$ cat src/rtl/gpio_port_pkg.sv
package gpio_port_pkg;

   // Word index of each register (byte address bits above [1:0])
   localparam int WORD_DOUT = 0;
   localparam int WORD_SET  = 1;
   localparam int WORD_CLR  = 2;
   localparam int WORD_TOG  = 3;
   localparam int WORD_DIN  = 4;
   localparam int WORD_DIR  = 5;

   typedef struct packed {
      logic dout;
      logic set;
      logic clr;
      logic tog;
      logic dir;
   } wr_strobe_t;

   typedef enum logic [2:0] {
      RD_NONE,
      RD_DOUT,
      RD_DIN,
      RD_DIR
   } rd_src_e;

endpackage

$ cat src/rtl/gpio_reg_decode.sv
module gpio_reg_decode
   import gpio_port_pkg::*;
#(
   parameter int ADDR_W = 5
) (
   input  logic              bus_en,
   input  logic              bus_wr,
   input  logic [ADDR_W-1:0] bus_addr,
   output wr_strobe_t        wr_stb,
   output logic              rd_stb,
   output rd_src_e           rd_src
);
   localparam int IDX_W = ADDR_W - 2;

   logic [IDX_W-1:0] idx;
   logic             aligned;
   logic             wr_ok;

   assign idx     = bus_addr[ADDR_W-1:2];
   assign aligned = (bus_addr[1:0] == 2'b00);
   assign wr_ok   = bus_en && bus_wr && aligned;
   assign rd_stb  = bus_en && !bus_wr;

   always_comb begin
      wr_stb      = '0;
      wr_stb.dout = wr_ok && (idx == IDX_W'(WORD_DOUT));
      wr_stb.set  = wr_ok && (idx == IDX_W'(WORD_SET));
      wr_stb.clr  = wr_ok && (idx == IDX_W'(WORD_CLR));
      wr_stb.tog  = wr_ok && (idx == IDX_W'(WORD_TOG));
      wr_stb.dir  = wr_ok && (idx == IDX_W'(WORD_DIR));
   end

   always_comb begin
      rd_src = RD_NONE;
      if (aligned) begin
         if (idx == IDX_W'(WORD_DOUT))     rd_src = RD_DOUT;
         else if (idx == IDX_W'(WORD_DIN)) rd_src = RD_DIN;
         else if (idx == IDX_W'(WORD_DIR)) rd_src = RD_DIR;
      end
   end
endmodule

$ cat src/rtl/gpio_out_latch.sv
module gpio_out_latch
   import gpio_port_pkg::*;
#(
   parameter int PIN_COUNT = 32
) (
   input  logic                 clk,
   input  logic                 rst_n,
   input  wr_strobe_t           wr_stb,
   input  logic [PIN_COUNT-1:0] wdata,
   output logic [PIN_COUNT-1:0] dout_q,
   output logic [PIN_COUNT-1:0] dir_q
);
   logic [PIN_COUNT-1:0] dout_nxt;

   // One bus access per cycle, so at most one strobe is active
   always_comb begin
      dout_nxt = dout_q;
      if (wr_stb.dout)     dout_nxt = wdata;
      else if (wr_stb.set) dout_nxt = dout_q | wdata;
      else if (wr_stb.clr) dout_nxt = dout_q & ~wdata;
      else if (wr_stb.tog) dout_nxt = dout_q ^ wdata;
   end

   always_ff @(posedge clk or negedge rst_n) begin
      if (!rst_n) begin
         dout_q <= '0;
         dir_q  <= '0;
      end else begin
         dout_q <= dout_nxt;
         if (wr_stb.dir) dir_q <= wdata;
      end
   end
endmodule

$ cat src/rtl/gpio_in_sync.sv
module gpio_in_sync #(
   parameter int WIDTH  = 32,
   parameter int STAGES = 2
) (
   input  logic             clk,
   input  logic             rst_n,
   input  logic [WIDTH-1:0] d,
   output logic [WIDTH-1:0] q
);
   logic [WIDTH-1:0] chain [STAGES];

   always_ff @(posedge clk or negedge rst_n) begin
      if (!rst_n) chain[0] <= '0;
      else        chain[0] <= d;
   end

   for (genvar s = 1; s < STAGES; s++) begin : g_stage
      always_ff @(posedge clk or negedge rst_n) begin
         if (!rst_n) chain[s] <= '0;
         else        chain[s] <= chain[s-1];
      end
   end

   assign q = chain[STAGES-1];
endmodule

$ cat src/rtl/gpio_port_regs.sv
module gpio_port_regs
   import gpio_port_pkg::*;
#(
   parameter int PIN_COUNT   = 32,
   parameter int DATA_W      = 32,
   parameter int ADDR_W      = 5,
   parameter int SYNC_STAGES = 2
) (
   input  logic                 clk,
   input  logic                 rst_n,
   input  logic                 bus_en,
   input  logic                 bus_wr,
   input  logic [ADDR_W-1:0]    bus_addr,
   input  logic [DATA_W-1:0]    bus_wdata,
   output logic [DATA_W-1:0]    bus_rdata,
   input  logic [PIN_COUNT-1:0] pin_in,
   output logic [PIN_COUNT-1:0] pin_out,
   output logic [PIN_COUNT-1:0] pin_oe
);
   if (PIN_COUNT != DATA_W) begin : g_bad_width
      $error("PIN_COUNT must equal DATA_W");
   end
   if (ADDR_W < 5) begin : g_bad_addr
      $error("ADDR_W must cover six register words");
   end
   if (SYNC_STAGES < 2) begin : g_bad_sync
      $error("SYNC_STAGES must be at least 2");
   end

   wr_strobe_t           wr_stb;
   logic                 rd_stb;
   rd_src_e              rd_src;
   logic [PIN_COUNT-1:0] dout_q;
   logic [PIN_COUNT-1:0] dir_q;
   logic [PIN_COUNT-1:0] din_sync;
   logic [DATA_W-1:0]    rd_mux;
   logic [DATA_W-1:0]    rdata_q;

   gpio_reg_decode #(.ADDR_W(ADDR_W)) u_dec (
      .bus_en  (bus_en),
      .bus_wr  (bus_wr),
      .bus_addr(bus_addr),
      .wr_stb  (wr_stb),
      .rd_stb  (rd_stb),
      .rd_src  (rd_src)
   );

   gpio_out_latch #(.PIN_COUNT(PIN_COUNT)) u_latch (
      .clk   (clk),
      .rst_n (rst_n),
      .wr_stb(wr_stb),
      .wdata (bus_wdata),
      .dout_q(dout_q),
      .dir_q (dir_q)
   );

   gpio_in_sync #(.WIDTH(PIN_COUNT), .STAGES(SYNC_STAGES)) u_sync (
      .clk  (clk),
      .rst_n(rst_n),
      .d    (pin_in),
      .q    (din_sync)
   );

   always_comb begin
      case (rd_src)
         RD_DOUT: rd_mux = dout_q;
         RD_DIN:  rd_mux = din_sync;
         RD_DIR:  rd_mux = dir_q;
         default: rd_mux = '0;
      endcase
   end

   always_ff @(posedge clk or negedge rst_n) begin
      if (!rst_n)      rdata_q <= '0;
      else if (rd_stb) rdata_q <= rd_mux;
   end

   assign bus_rdata = rdata_q;
   assign pin_out   = dout_q;
   assign pin_oe    = dir_q;
endmodule

$ cat config.mk
export PLATFORM = sky130hd
export DESIGN_NAME = gpio_port_regs
export DESIGN_NICKNAME = d
export VERILOG_FILES = /design/src/rtl/gpio_port_pkg.sv /design/src/rtl/gpio_reg_decode.sv /design/src/rtl/gpio_out_latch.sv /design/src/rtl/gpio_in_sync.sv /design/src/rtl/gpio_port_regs.sv
export SDC_FILE = /design/constraint.sdc
export NUM_CORES = 1
export LEC_CHECK = 0
export BUFFER_PORTS_ARGS = -buffer_cell sky130_fd_sc_hd__clkbuf_2
export CORE_MARGIN = 5
export CORE_UTILIZATION = 30
export DETAILED_ROUTE_END_ITERATION = 10
export GPL_TIMING_DRIVEN = 1
export PLACE_DENSITY_LB_ADDON = 0.2
export RECOVER_POWER = 25
export SYNTH_ARGS = -nofsm -noshare
export SYNTH_HDL_FRONTEND = slang
export SYNTH_SLANG_ARGS = --single-unit
$ cat constraint.sdc
create_clock -name clk -period 1.8 [get_ports clk]
set_input_delay 0.27 -clock clk [delete_from_list [all_inputs] [get_ports clk]]
set_output_delay 0.27 -clock clk [all_outputs]
set_load 0.005 [all_outputs]
==> qor.csv, run 1 <==
stage;metric;value;unit
setup_path;critical path peak fanout;5;
timing;period utilization;72.4;%
power_and_ir_drop;Pwr Total;9.93;mW
detailed_routing;1st-iter DRT viols;245;
floorplan;Die H;169;um
synthesis;Syn Nets;820;
global_route;vias in the first global route;5948;
cells_and_area;Layout area overhead;29.9;%
power_and_ir_drop;Comb pwr share;18.2;%
cells_and_area;most frequent cells in the layout;164 x clkbuf_2, 160 x dfrtp_1, 72 x o21ai_0;
global_route;Total GRT Usage;14.8;%
cells_and_area;Finished Core Util;39.2;%
synthesis;Synth area leader;dfrtp_1;
cells_and_area;ant diodes;0;
timing;Hold Vio Cnt, Final;0;
clock_tree;number of CTS-inserted buffers;17;
floorplan;initial cell density of the core;30.2;%
timing;max-slew violations;0;
synthesis;Distinct cells, synth;25;
timing;Tmin final;1300;ps
cells_and_area;commonest non-fill, non-tap cell in the layout;clkbuf_2;
timing;slew margin rel.;68.7;%
synthesis;Synth warnings;0;
clock_tree;Root Driver;clkbuf_16;
timing;final worst slack;498;ps
power_and_ir_drop;Reg power frac;44.0;%
synthesis;cells after synthesis;683;
global_route;grt total ovfl;0;
power_and_ir_drop;Pwr Density;1010;nW/um^2
clock_tree;clock buffer depth;2;
clock_tree;CTS tree;done;
timing;worst hold slack;102;ps
timing;measured slew at the worst slew-check pin;470;ps
power_and_ir_drop;Sw Share;29.4;%
detailed_routing;routed via count;5681;
placement;Place WS;170;ps
clock_tree;clock slew at reported path FFs;70;ps
synthesis;synth top area cells;dfrtp_1 53%, ha_1 11%, mux2_2 8.8%, o21ai_0 4.8%, inv_1 3.2%;
clock_tree;clock sinks;160;
timing;RSZ-0062 raised after global routing;false;
timing;Max Freq;768;MHz
timing;Setup-failing EPs final;0;
power_and_ir_drop;Clock power frac;37.8;%
clock_tree;H-Tree Depth;4;
outcome;status;complete, no violations;
placement;Area after DPL;8870;um^2
timing;Final Skew;18.1;ps
detailed_routing;Routed wire per std cell;16.9;um
detailed_routing;final WL;20.6;mm
power_and_ir_drop;Sw Pwr;2.91;mW
clock_tree;latest clock arrival within the worst-skew pair;430;ps
worst_hold_path;Hold Crit Class;input pin to flip-flop;
detailed_routing;post-route ant nets;0;
setup_path;Top delay family on crit path;flip-flops;
floorplan;Die W;169;um
setup_path;crit-path max cell delay;440;ps
detailed_routing;Via density;4.65;
power_and_ir_drop;Worst VDD drop;0.540;mV
synthesis;Synth Area per Inst;11.0;um^2
global_route;first-pass GRT wire length;33.5;mm
floorplan;die area;28400;um^2
power_and_ir_drop;Leak;4.83;nW
cells_and_area;Final #Nets;1017;
detailed_routing;top sig layer;met4;
setup_path;CP Launch Type;flip-flop;
setup_path;Setup CP Type;flip-flop to output pin;
setup_path;CP max stage cell;dfrtp_1;
setup_path;worst path buffer plus inverter count;1;
placement;IO Port Bufs;168;
synthesis;Synth top area share;53.1;%
timing;setup TNS;0;ps
synthesis;post-synthesis register bit count;160;
job;maxcap violations;0;
setup_path;crit-path cells;clkbuf_2;
placement;routability congestion estimate;0.742;
placement;HPWL Detailed;13.8;mm
synthesis;Seq/Total Area, Yosys;53.1;%
detailed_routing;DR WL met2;9.74;mm
floorplan;row count;58;
synthesis;Cell Area, Synth;7540;um^2
power_and_ir_drop;internal power;7.01;mW
floorplan;# IOs;169;
global_route;initial antenna violation count;1;
setup_path;Worst EP required;1530;ps
global_route;pin count of the biggest net entering global routing;66;
detailed_routing;first-pass iteration count of the detailed router;4;
cells_and_area;layout cells sized above 1;31.9;%
cells_and_area;design area;9800;um^2
setup_path;worst path arrival time;1030;ps
detailed_routing;DRC;0;
floorplan;Placeable Area;25000;um^2
placement;Inst Count DP;1158;
detailed_routing;Met1 Routed Length;9.78;mm
setup_path;CP Capture Type;output pin;
detailed_routing;met3 WL;980;um
cells_and_area;Non-Filler Instances;1223;
-- cell type report --
type	count	area, um^2
Sequential cell	160	4000
Multi-Input combinational cell	414	3100
Fill cell	2522	15200
Timing Repair Buffer	223	1440
Tap cell	330	413
Clock inverter	13	149
Clock buffer	19	453
Inverter	64	240
-- layer usage --
layer  global-route usage [%]  vias to the layer above
li1                         -                     2762
met1                     20.2                     2776
met2                     24.3                      133
met3                     3.67                       10
met4                     3.03                        0
met5                        0                        -
-- worst paths after layout --
path,startpoint,end,slack [ps],cells after the start
hold / removal,bus_wdata[19],u_latch.dir_q[19],100,2
setup / recovery,u_latch.dout_q[24],pin_out[24],500,1
setup reg to reg,u_latch.dout_q[14],u_latch.dout_q[14],530,6
min in group asynchronous,rst_n,u_sync.chain[38],340,2
max in group asynchronous,rst_n,bus_rdata[0],810,3
hold reg to reg,u_sync.chain[51],u_sync.q[19],350,0
-- timing repair --
action | CTS | global route
endpoints found under the hold margin | 70 | 0
resized for setup | 0 | 0
setup buffers | 0 | 0
hold buffers | 33 | 0
-- sequential cells by signal (all words and copies together), names as in the netlist --
| name | cells |
|---|---|
| u_latch.dir_q | 32 |
| u_sync.q | 32 |
| u_sync.chain | 32 |
| u_latch.dout_q | 32 |
| bus_rdata | 32 |
-- cell usage after synthesis --
| master | n |
|---|---|
| dfrtp_1 | 160 |
| mux2_2 | 59 |
| nor3_2 | 1 |
| buf_1 | 2 |
| nand2_1 | 58 |
| nor3_1 | 11 |
| clkbuf_1 | 22 |
| ha_1 | 64 |
| mux2_1 | 5 |
| o22ai_1 | 32 |
| o211ai_1 | 24 |
| nand4_1 | 1 |
| a22oi_1 | 21 |
| o21ai_0 | 72 |
| buf_6 | 3 |
| inv_1 | 64 |
| nor2b_1 | 16 |
| a21oi_1 | 43 |
| buf_4 | 3 |
| nand3_1 | 1 |
| buf_2 | 15 |
| nor4_4 | 1 |
| nor2_2 | 1 |
| nand2b_1 | 3 |
| nor2_1 | 1 |
-- power by group through the flow --
stage                     clock (mW)  combinational (mW)  sequential [mW]
after global routing            4.02                2.11             4.44
after floorplan                    0               0.956             4.36
after CTS                       3.88                1.85             4.38
final                           3.75                1.81             4.37
after detailed placement           0                1.78             4.44
after global placement             0                1.74             4.44
-- cell families (layout without fill, tap and decap cells) --
group | after synthesis | after routing | synth area share (%)
multiplexers | 64 | 64 | 9.55
adder cells (fa/ha/maj) | 64 | 64 | 10.6
AND/OR/NAND/NOR | 94 | 94 | 5.89
flip-flops | 160 | 160 | 53.1
buffers and inverters | 109 | 319 | 6.12
AO/OA/AOI/OAI | 192 | 192 | 14.8
Power figures use the tool's default switching activity.
==> run 2, diff against run 1 <==
--- a/config.mk
+++ b/config.mk
@@ -5,6 +5,7 @@
 export SDC_FILE = /design/constraint.sdc
 export NUM_CORES = 1
 export LEC_CHECK = 0
+export ABC_AREA = 1
 export BUFFER_PORTS_ARGS = -buffer_cell sky130_fd_sc_hd__clkbuf_2
 export CORE_MARGIN = 5
 export CORE_UTILIZATION = 30
==> constraint.sdc (replaced) <==
create_clock -name clk -period 1.3 [get_ports clk]
set_input_delay 0.195 -clock clk [delete_from_list [all_inputs] [get_ports clk]]
set_output_delay 0.195 -clock clk [all_outputs]
set_load 0.005 [all_outputs]
==> qor.csv, run 2 <==
stage;metric;value;unit;change
timing;Max Freq;792;MHz;
cells_and_area;Layout area overhead;33.6;%;
timing;Setup-failing EPs final;0;;unchanged
timing;RSZ-0062 raised after global routing;true;;
outcome;status;complete, no violations;;
timing;Tmin final;1260;ps;
detailed_routing;Routed wire per std cell;15.4;um;-8.7%
synthesis;Syn Nets;1241;;+51%
timing;slew margin rel.;53.4;%;-15 points
timing;final worst slack;37.6;ps;-460 ps
global_route;first-pass GRT wire length;42.9;mm;+28%
power_and_ir_drop;internal power;9.83;mW;+40%
power_and_ir_drop;Leak;6.53;nW;+35%
power_and_ir_drop;Clock power frac;34.8;%;-3.0 points
detailed_routing;Met1 Routed Length;11.7;mm;+20%
floorplan;# IOs;169;;unchanged
detailed_routing;routed via count;7511;;+32%
synthesis;FFs w/ async S/R, synth;100;%;unchanged
floorplan;row count;61;;+5.2%
timing;Final Skew;9.93;ps;-8.22 ps
job;maxcap violations;0;;unchanged
synthesis;Post-synth EDFFs;0;;unchanged
power_and_ir_drop;Reg power frac;42.8;%;-1.2 points
setup_path;worst path arrival time;1070;ps;+40 ps
synthesis;Cell Area, Synth;8510;um^2;+13%
clock_tree;clock buffer depth;2;;unchanged
placement;Place WS;-128;ps;-297 ps
detailed_routing;DRC;0;;unchanged
detailed_routing;post-route ant nets;0;;unchanged
floorplan;Die W;178;um;+5.8%
setup_path;Setup CP Type;flip-flop to output pin;;
cells_and_area;most frequent cells in the layout;420 x nand2_1, 197 x inv_1, 162 x clkbuf_2;;
detailed_routing;final WL;26.6;mm;+29%
worst_hold_path;Hold Crit Class;input pin to flip-flop;;
timing;max-slew violations;0;;unchanged
power_and_ir_drop;Pwr Density;1260;nW/um^2;+25%
floorplan;initial cell density of the core;30.5;%;+0.25 points
setup_path;CP Capture Type;output pin;;
floorplan;Die H;178;um;+5.8%
clock_tree;number of CTS-inserted buffers;17;;unchanged
setup_path;Worst EP required;1110;ps;-420 ps
synthesis;synth top area cells;dfrtp_1 47%, nand2_1 19%, ha_1 9.4%, inv_1 8.8%, nand3_1 5.8%;;
synthesis;Synth warnings;0;;unchanged
global_route;vias in the first global route;7757;;+30%
synthesis;predominant post-synthesis flop cell;dfrtp_1;;
detailed_routing;DR WL met2;13.4;mm;+38%
global_route;initial antenna violation count;1;;unchanged
clock_tree;clock sinks;160;;unchanged
synthesis;Distinct cells, synth;19;;-24%
floorplan;die area;31800;um^2;+12%
power_and_ir_drop;Comb pwr share;22.4;%;+4.2 points
clock_tree;CTS tree;done;;
placement;HPWL Detailed;18.6;mm;+35%
placement;IO Port Bufs;168;;unchanged
cells_and_area;Finished Core Util;40.7;%;+1.5 points
cells_and_area;layout cells sized above 1;20.9;%;-11 points
setup_path;critical path peak fanout;3;;-2
synthesis;cells after synthesis;1104;;+62%
global_route;Total GRT Usage;17.4;%;+2.6 points
timing;period utilization;97.1;%;
power_and_ir_drop;Sw Share;31.5;%;+2.1 points
synthesis;Synth top area share;47.0;%;-6.0 points
floorplan;Placeable Area;27900;um^2;+12%
placement;routability congestion estimate;0.756;;+1.8%
power_and_ir_drop;Pwr Total;14.4;mW;+45%
power_and_ir_drop;Worst VDD drop;0.810;mV;+50%
cells_and_area;Fillers;2910;;+15%
global_route;pin count of the biggest net entering global routing;61;;-7.6%
synthesis;Synth Area per Inst;7.71;um^2;-30%
power_and_ir_drop;Sw Pwr;4.52;mW;+55%
cells_and_area;Final #Nets;1475;;+45%
clock_tree;clock slew at reported path FFs;70;ps;about the same
detailed_routing;1st-iter DRT viols;292;;+19%
synthesis;Seq/Total Area, Yosys;47.0;%;-6.0 points
cells_and_area;ant diodes;0;;unchanged
synthesis;synth cell count leaders;422 x nand2_1, 199 x inv_1, 160 x dfrtp_1;;
detailed_routing;met3 WL;1.14;mm;+16%
timing;Hold Vio Cnt, Final;0;;unchanged
detailed_routing;first-pass iteration count of the detailed router;5;;+1
clock_tree;Root Driver;clkbuf_16;;
cells_and_area;commonest non-fill, non-tap cell in the layout;nand2_1;;
clock_tree;H-Tree Depth;4;;unchanged
clock_tree;latest clock arrival within the worst-skew pair;430;ps;about the same
synthesis;most common cell in the netlist;nand2_1;;
setup_path;CP Launch Type;flip-flop;;
detailed_routing;Via density;4.34;;-6.5%
synthesis;Synth area leader;dfrtp_1;;
timing;measured slew at the worst slew-check pin;698;ps;+229 ps
detailed_routing;top sig layer;met4;;
synthesis;post-synthesis register bit count;160;;unchanged
global_route;grt total ovfl;0;;unchanged
-- run 2: power groups by stage --
stage               clock network [mW]  registers (mW)  logic [mW]
floorplan                            0            6.14        1.55
CTS                               5.16            6.14        3.27
detailed placement                   0            6.24        3.05
finish                            4.99            6.14        3.22
global placement                     0            6.23        2.99
global route                      5.36            6.24        3.78
-- run 2: metal layers --
| layer | track usage, % | vias up |
|---|---|---|
| li1 | - | 3792 |
| met1 | 21.6 | 3559 |
| met2 | 30.9 | 135 |
| met3 | 3.58 | 25 |
| met4 | 4.35 | 0 |
| met5 | 0 | - |
-- run 2: logic make-up (layout without fill, tap and decap cells) --
family / count (synthesis) / count (layout) / share of synthesized area [%]
buf+inv: 253 / 500 / 11.7
compound gates: 64 / 64 / 3.76
simple gates: 563 / 563 / 28.1
flops: 160 / 160 / 47.0
fa+ha+maj: 64 / 64 / 9.41
-- run 2: what timing repair did --
action	in CTS	in global routing
gates resized for setup	1	13
hold buffers	33	0
setup buffers	8	1
endpoints found under the hold margin	192	0
pin swaps	0	1
endpoints found under the setup margin	8	15
-- run 2: critical path, cell delays in order, from the launching register on --
cell	delay, ps
dfrtp_1	380
buf_4	140
clkbuf_2	120
-- run 2: path summary, 6_finish.rpt --
kind                                    startpoint                  to  slack [ps]  depth (start not counted)
worst max-delay path             u_latch.dout_q[2]          pin_out[2]          40                          2
worst max register to register  u_latch.dout_q[30]  u_latch.dout_q[30]          60                          9
min in group asynchronous                    rst_n        u_sync.q[26]         300                          3
max in group asynchronous                    rst_n  u_latch.dout_q[29]         270                          3
worst min-delay path                  bus_wdata[6]    u_latch.dir_q[6]          70                          3
worst min register to register    u_sync.chain[37]         u_sync.q[5]         340                          0
-- run 2: per-stage QoR --
stage	instance area (um^2)	cells	TNS (ps)	hold WS (ps)
2_1_floorplan	8510	1104	0	-101
3_3_place_gp	10400	1657	-6770	210
3_5_place_dp	10400	1657	-7630	215
4_1_cts	11400	1729	0	41.1
5_1_grt	11400	1729	-34.2	61.9
6_report	11400	1729	0	66.2
-- run 2: final cells by class --
class                           count  area, um^2  share of cell area (%)
Clock inverter                     13         129                    1.13
Sequential cell                   160        4010                    35.3
Multi-Input combinational cell    691        3570                    31.4
Timing Repair Buffer              267        1990                    17.5
Clock buffer                       19         443                    3.90
Inverter                          201         754                    6.64
Tap cell                          378         473                    4.16
